--- config.mk ---
export PLATFORM = sky130hd
export DESIGN_NAME = hxa_unit
export DESIGN_NICKNAME = d
export VERILOG_FILES = /design/src/rtl/hxa_pkg.sv /design/src/rtl/hxa_decode.sv /design/src/rtl/hxa_predicate.sv /design/src/rtl/hxa_datapath.sv /design/src/rtl/hxa_unit.sv
export SDC_FILE = /design/constraint.sdc
export NUM_CORES = 1
export LEC_CHECK = 0
export ABC_AREA = 1
export CAP_MARGIN = 20
export CORE_ASPECT_RATIO = 1.25
export CORE_UTILIZATION = 40
export CTS_BUF_LIST = sky130_fd_sc_hd__clkbuf_16
export CTS_CLUSTER_DIAMETER = 80
export DETAILED_ROUTE_END_ITERATION = 8
export GPL_ROUTABILITY_DRIVEN = 0
export PLACE_DENSITY = 0.78
export REMOVE_ABC_BUFFERS = 1
export SETUP_SLACK_MARGIN = 0.02
export SLEW_MARGIN = 0
export SYNTH_ARGS = -nofsm -noshare
export SYNTH_HDL_FRONTEND = slang
export SYNTH_SLANG_ARGS = --single-unit
export TNS_END_PERCENT = 5
--- constraint.sdc ---
create_clock -name clk -period 2.6 [get_ports clk]
set_clock_uncertainty 0.05 [all_clocks]
set_input_delay 0.52 -clock clk [delete_from_list [all_inputs] [get_ports clk]]
set_output_delay 0.52 -clock clk [all_outputs]
set_load 0.005 [all_outputs]
--- src/rtl/hxa_pkg.sv ---
package hxa_pkg;
  localparam int INSTR_W = 32;
  localparam int DATA_W  = 32;
  localparam int IDX_W   = 4;
  localparam int ROT_W   = 2;
  localparam int EXT_W   = 16;
  localparam int FLG_W   = 4;

  // conditional layout
  localparam logic [INSTR_W-1:0] CND_MASK  = 32'h0FF0_03F0;
  localparam logic [INSTR_W-1:0] CND_VALUE = 32'h06F0_0070;
  // wide layout
  localparam logic [INSTR_W-1:0] WID_MASK  = 32'hFFF0_F0C0;
  localparam logic [INSTR_W-1:0] WID_VALUE = 32'hFA10_F080;

  localparam logic [IDX_W-1:0] IDX_RESERVED  = '1;
  localparam logic [FLG_W-1:0] PRED_RESERVED = 4'hF;

  typedef enum logic [FLG_W-1:0] {
    P_ZSET = 4'd0, P_ZCLR = 4'd1, P_CSET = 4'd2, P_CCLR = 4'd3,
    P_NSET = 4'd4, P_NCLR = 4'd5, P_VSET = 4'd6, P_VCLR = 4'd7,
    P_UGT  = 4'd8, P_ULE  = 4'd9, P_SGE  = 4'd10, P_SLT = 4'd11,
    P_SGT  = 4'd12, P_SLE = 4'd13, P_ANY  = 4'd14, P_RSV = 4'd15
  } pred_e;

  typedef struct packed {
    logic [IDX_W-1:0] rn;
    logic [IDX_W-1:0] rd;
    logic [IDX_W-1:0] rm;
    logic [ROT_W-1:0] rot;
    logic [FLG_W-1:0] pred;
    logic             hit;
    logic             conditional;
  } dec_t;
endpackage

--- src/rtl/hxa_decode.sv ---
module hxa_decode
  import hxa_pkg::*;
(
  input  logic [INSTR_W-1:0] instr,
  input  logic               fmt_wide,
  output dec_t               dec
);
  logic cnd_fixed, wid_fixed;

  assign cnd_fixed = (instr & CND_MASK) == CND_VALUE;
  assign wid_fixed = (instr & WID_MASK) == WID_VALUE;

  always_comb begin
    dec = '0;
    if (fmt_wide) begin
      dec.rn          = instr[19:16];
      dec.rd          = instr[11:8];
      dec.rm          = instr[3:0];
      dec.rot         = instr[5:4];
      dec.pred        = P_ANY;
      dec.conditional = 1'b0;
      dec.hit         = wid_fixed;
    end else begin
      dec.rn          = instr[19:16];
      dec.rd          = instr[15:12];
      dec.rm          = instr[3:0];
      dec.rot         = instr[11:10];
      dec.pred        = instr[31:28];
      dec.conditional = 1'b1;
      // reserved predicate or reserved first index: a different operation
      dec.hit         = cnd_fixed && (instr[31:28] != PRED_RESERVED)
                        && (instr[19:16] != IDX_RESERVED);
    end
  end
endmodule

--- src/rtl/hxa_predicate.sv ---
module hxa_predicate
  import hxa_pkg::*;
(
  input  logic [FLG_W-1:0] pred,
  input  logic [FLG_W-1:0] flags,
  output logic             pass
);
  logic fn, fz, fc, fv, sge;

  assign {fn, fz, fc, fv} = flags;
  assign sge = (fn == fv);

  always_comb begin
    unique case (pred_e'(pred))
      P_ZSET: pass = fz;
      P_ZCLR: pass = !fz;
      P_CSET: pass = fc;
      P_CCLR: pass = !fc;
      P_NSET: pass = fn;
      P_NCLR: pass = !fn;
      P_VSET: pass = fv;
      P_VCLR: pass = !fv;
      P_UGT:  pass = fc && !fz;
      P_ULE:  pass = !fc || fz;
      P_SGE:  pass = sge;
      P_SLT:  pass = !sge;
      P_SGT:  pass = !fz && sge;
      P_SLE:  pass = fz || !sge;
      P_ANY:  pass = 1'b1;
      default: pass = 1'b0;
    endcase
  end
endmodule

--- src/rtl/hxa_datapath.sv ---
module hxa_datapath
  import hxa_pkg::*;
#(
  parameter int W     = DATA_W,
  parameter int RW    = ROT_W,
  parameter int EW    = EXT_W,
  parameter int STEP  = 8
) (
  input  logic [W-1:0]  acc,
  input  logic [W-1:0]  src,
  input  logic [RW-1:0] rot,
  output logic [W-1:0]  sum
);
  localparam int NROT = 1 << RW;

  logic [W-1:0] cand [NROT];
  logic [W-1:0] rotated;
  logic [W-1:0] widened;

  // one candidate per byte-multiple rotation
  for (genvar k = 0; k < NROT; k++) begin : g_rot
    if (k == 0) begin : g_zero
      assign cand[k] = src;
    end else begin : g_turn
      assign cand[k] = {src[STEP*k-1:0], src[W-1:STEP*k]};
    end
  end

  assign rotated = cand[rot];
  assign widened = {{(W-EW){1'b0}}, rotated[EW-1:0]};
  assign sum     = acc + widened;   // wraps modulo 2^W
endmodule

--- src/rtl/hxa_unit.sv ---
module hxa_unit
  import hxa_pkg::*;
(
  input  logic               clk,
  input  logic               rst,
  input  logic [INSTR_W-1:0] instr_i,
  input  logic               fmt_sel_i,
  input  logic [DATA_W-1:0]  opa_i,
  input  logic [DATA_W-1:0]  opb_i,
  input  logic [FLG_W-1:0]   flags_i,
  output logic [IDX_W-1:0]   rn_idx_o,
  output logic [IDX_W-1:0]   rm_idx_o,
  output logic [IDX_W-1:0]   rd_idx_o,
  output logic               wr_en_o,
  output logic [DATA_W-1:0]  result_o,
  output logic               other_o
);
  dec_t              dec;
  logic              pass;
  logic [DATA_W-1:0] sum;

  hxa_decode u_dec (
    .instr    (instr_i),
    .fmt_wide (fmt_sel_i),
    .dec      (dec)
  );

  hxa_predicate u_pred (
    .pred  (dec.pred),
    .flags (flags_i),
    .pass  (pass)
  );

  hxa_datapath #(
    .W (DATA_W), .RW (ROT_W), .EW (EXT_W), .STEP (8)
  ) u_dp (
    .acc (opa_i),
    .src (opb_i),
    .rot (dec.rot),
    .sum (sum)
  );

  always_ff @(posedge clk) begin
    if (rst) begin
      rn_idx_o <= '0;
      rm_idx_o <= '0;
      rd_idx_o <= '0;
      wr_en_o  <= 1'b0;
      other_o  <= 1'b0;
      result_o <= '0;
    end else begin
      rn_idx_o <= dec.rn;
      rm_idx_o <= dec.rm;
      rd_idx_o <= dec.rd;
      wr_en_o  <= dec.hit && (pass || !dec.conditional);
      other_o  <= !dec.hit;
      result_o <= sum;
    end
  end

  // a rejected word never writes
  a_r3_other_blocks_write: assert property (@(posedge clk) disable iff (rst)
    other_o |-> !wr_en_o);

  // decoded wide word writes regardless of flags
  a_r8_wide_always_writes: assert property (@(posedge clk) disable iff (rst)
    ($past(!rst) && $past(fmt_sel_i) && !other_o) |-> wr_en_o);

  // always-pass predicate writes when decoded
  a_r7_any_pred_writes: assert property (@(posedge clk) disable iff (rst)
    ($past(!rst) && !$past(fmt_sel_i) && ($past(instr_i[31:28]) == 4'hE)
     && !other_o) |-> wr_en_o);

  // written sum exceeds the accumulator by less than 2^16 (mod 2^32)
  a_r5_sum_within_halfword: assert property (@(posedge clk) disable iff (rst)
    ($past(!rst) && wr_en_o) |->
      ((result_o - $past(opa_i)) >> EXT_W) == '0);

  // zero rotate adds the plain low halfword
  a_r5_zero_rotate_exact: assert property (@(posedge clk) disable iff (rst)
    ($past(!rst) && !$past(fmt_sel_i) && ($past(instr_i[11:10]) == 2'd0)
     && wr_en_o) |->
      result_o == $past(opa_i) + {16'h0, $past(opb_i[15:0])});
endmodule

==> flow_summary.yaml <==
worst_setup_path:
  cp_max_fo: 7
  cp.arrival_ps: 2930
  worstSetupPathType: "in -> reg"
  required_ps: 2780
  crit_chain: "dlygate4sd2_1 -> inv_2 -> o21ai_4 -> buf_6 -> buf_16 -> o21ai_0 -> o22ai_1 -> ha_2 -> nand2_2 -> inv_1 -> a21oi_2 -> nand2_4 -> buf_4 -> a21oi_2 -> nand2_1 -> a21oi_1"
  startpoint_type: "input pin"
  slowest_stage: "ha_2"
  slowest_delay_ps: 370
  critical_path.most_common_cell: "a21oi_2"
  crit_path_end_kind: "flip-flop"
yosys:
  synth_cell_type_count: 36
  seq_area_frac_synth_pct: 25.00
  synth_top_area_share_pct: 25.00
  ys_ff_latch: 46
  synthTopCellsByArea: "dfxtp_1 (25%), nand2_1 (18%), nor2_1 (12%)"
  async_reset_ff_share_pct: 0
  synth-edff-count: 0
  synth_cells: 645
  ys_warn_count: 0
  syn_area_mm2: 0.003684
  synth_largest_area_cell: "dfxtp_1"
  ys.flop_type: "dfxtp_1"
  syn_avg_cell_area_um2: 5.711
sta:
  fin_crit_sh_pct: 105.8
  worst_slew_pin_slew_ps: 536.5
  tns_ps: -1672
  max_freq_mhz: 363.5
  rsz0062_at_grt: "yes"
  final-hold-violation-count: 0
  fin_ws_ps: -151.3
  period_minus_slack_ps: 2751
  maxSlewHeadroom_pct: 63.85
  setup_viol: 22
  drv_slew: 0
clocking:
  cts_made_buffers: 5
  clock-sinks: 46
  path_clk_slew_ps: 70
  cts_buffer_depth: 2
  cts_root_buf: "clkbuf_16"
  cts-htree-levels: 2
  cts_tree: "done"
route:
  wl_met3_um: 1012
  ant_nets: 0
  wl_met1_um: 4930
  first_pass_iters: 5
  totalWireLength_um: 14180
  drt_iter0_markers: 294
  met2_wirelength_um: 7364
  vias: 5061
  route.top_layer_used: "met4"
  wl_per_cell_um: 14.55
  viasPerCell: 5.196
  remaining_drc_errors: 0
layout:
  final_util_pct: 71.52
  fill_cells: 683
  antenna_cells: 0
  syn_to_final_growth_pct: 70.79
  stdcell_area_mm2: 0.006291
  final_cell_mix: "nand2_1 (154), clkdlybuf4s50_1 (142), nor2_1 (107)"
  nets: 973
  drive_above_1_share_pct: 21.19
  final_common_cell: "nand2_1"
die:
  start_util_pct: 41.88
  die-area_mm2: 0.009599
  die_y_um: 109.3
  die_w_um: 87.83
  io_pins: 149
  rows: 38
  coreArea_mm2: 0.008796
status:
  violations: "setup timing"
  status: "finished, violations left"
pwr:
  peakVddDrop_mv: 0.3637
  power.density_mw_per_mm2: 467.7
  p_total_uw: 2943
  leakagePower_uw: 0.002982
grt:
  first_global_vias: 4861
  grt_overflow: 0
  antenna_found_initial: 0
  grt.total_usage_pct: 28.26
  grt_max_degree: 30
  grt_pass1_wl_um: 21200
placement:
  place_ws_ps: -955.0
  numPortBuffers: 148
  post_dp_cell_area_mm2: 0.005559
  dp.final_hpwl_um: 10160
min_path:
  hold_path.class: "in -> reg"
job:
  cap_viol_max_count: 0
-- stage by stage --
stage	hold slack, ps	std cells
2_1_floorplan	536.7	630
5_1_grt	453.7	974
3_3_place_gp	991.6	939
4_1_cts	461.2	962
6_report	424.1	974
3_5_place_dp	1004	939
-- cell families (layout without fill, tap and decap cells) --
family,after synthesis,in the layout,share of synthesized area [%]
AND/OR/NAND/NOR,373,373,42.53
buffers and inverters,110,319,11.75
AO/OA/AOI/OAI,98,98,14.50
flip-flops,46,46,25.00
adder cells (fa/ha/maj),17,17,5.978
XOR/XNOR,1,1,0.2378
-- flip-flops by register name, indices dropped and copies added (netlist names) --
name	cells
rd_idx_o	4
rm_idx_o	4
rn_idx_o	4
wr_en_o	1
other_o	1
result_o	32
-- synthesized netlist by cell type (all sizes together), types with 2 or more instances --
| master | number |
|---|---|
| nor2 | 126 |
| clkbuf | 8 |
| nand3b | 2 |
| nor3 | 14 |
| o21a | 3 |
| inv | 95 |
| nand3 | 32 |
| buf | 7 |
| o21bai | 2 |
| a21oi | 29 |
| o21ai | 49 |
| dfxtp | 46 |
| or2 | 2 |
| ha | 16 |
| nand4 | 11 |
| nand2 | 182 |
| o22ai | 13 |
-- critical path: cells and delay by family --
kind	cells	cell delay [ps]
AND/OR/NAND/NOR	3	290
adder cells (fa/ha/maj)	1	370
buffers and inverters	6	730
AO/OA/AOI/OAI	6	1010
-- layout make-up --
| type | instances | area, um^2 | share of cell area [%] |
|---|---|---|---|
| clock buffer | 5 | 125.1 | 1.989 |
| clock inverter | 3 | 41.29 | 0.6563 |
| inverter | 95 | 359.1 | 5.708 |
| multi-input combinational | 489 | 2651 | 42.14 |
| sequential | 46 | 920.9 | 14.64 |
| tap | 120 | 150.1 | 2.387 |
| timing repair buffer | 215 | 2036 | 32.36 |
| timing repair inverter | 1 | 7.507 | 0.1193 |
-- what timing repair did --
action | in CTS | in global routing
resized for setup | 69 | 64
hold buffers | 0 | 0
pin swaps | 27 | 48
setup endpoints to repair | 30 | 27
hold endpoints to repair | 0 | 0
cloned | 2 | 0
setup buffers | 13 | 12
-- metal layers --
layer,GRT usage (%),up-vias
met5,0,-
met4,14.64,0
met3,5.856,72
met2,53.43,270
met1,28.70,2250
li1,-,2469
-- power by group --
group,internal [uW],leakage [uW],switching [uW],total [uW]
Combinational,695,0.00252,718,1410
Clock,450,0.0000812,283,734
Sequential,778,0.000384,18.6,797
-- final timing paths --
| check | startpoint | to | slack [ps] | depth (start not counted) |
|---|---|---|---|---|
| worst max-delay path | instr_i[11] | result_o[12] | -150 | 16 |
| worst min-delay path | instr_i[10] | rd_idx_o[2] | 420 | 3 |
No activity file was read; power rests on OpenSTA's default activity.
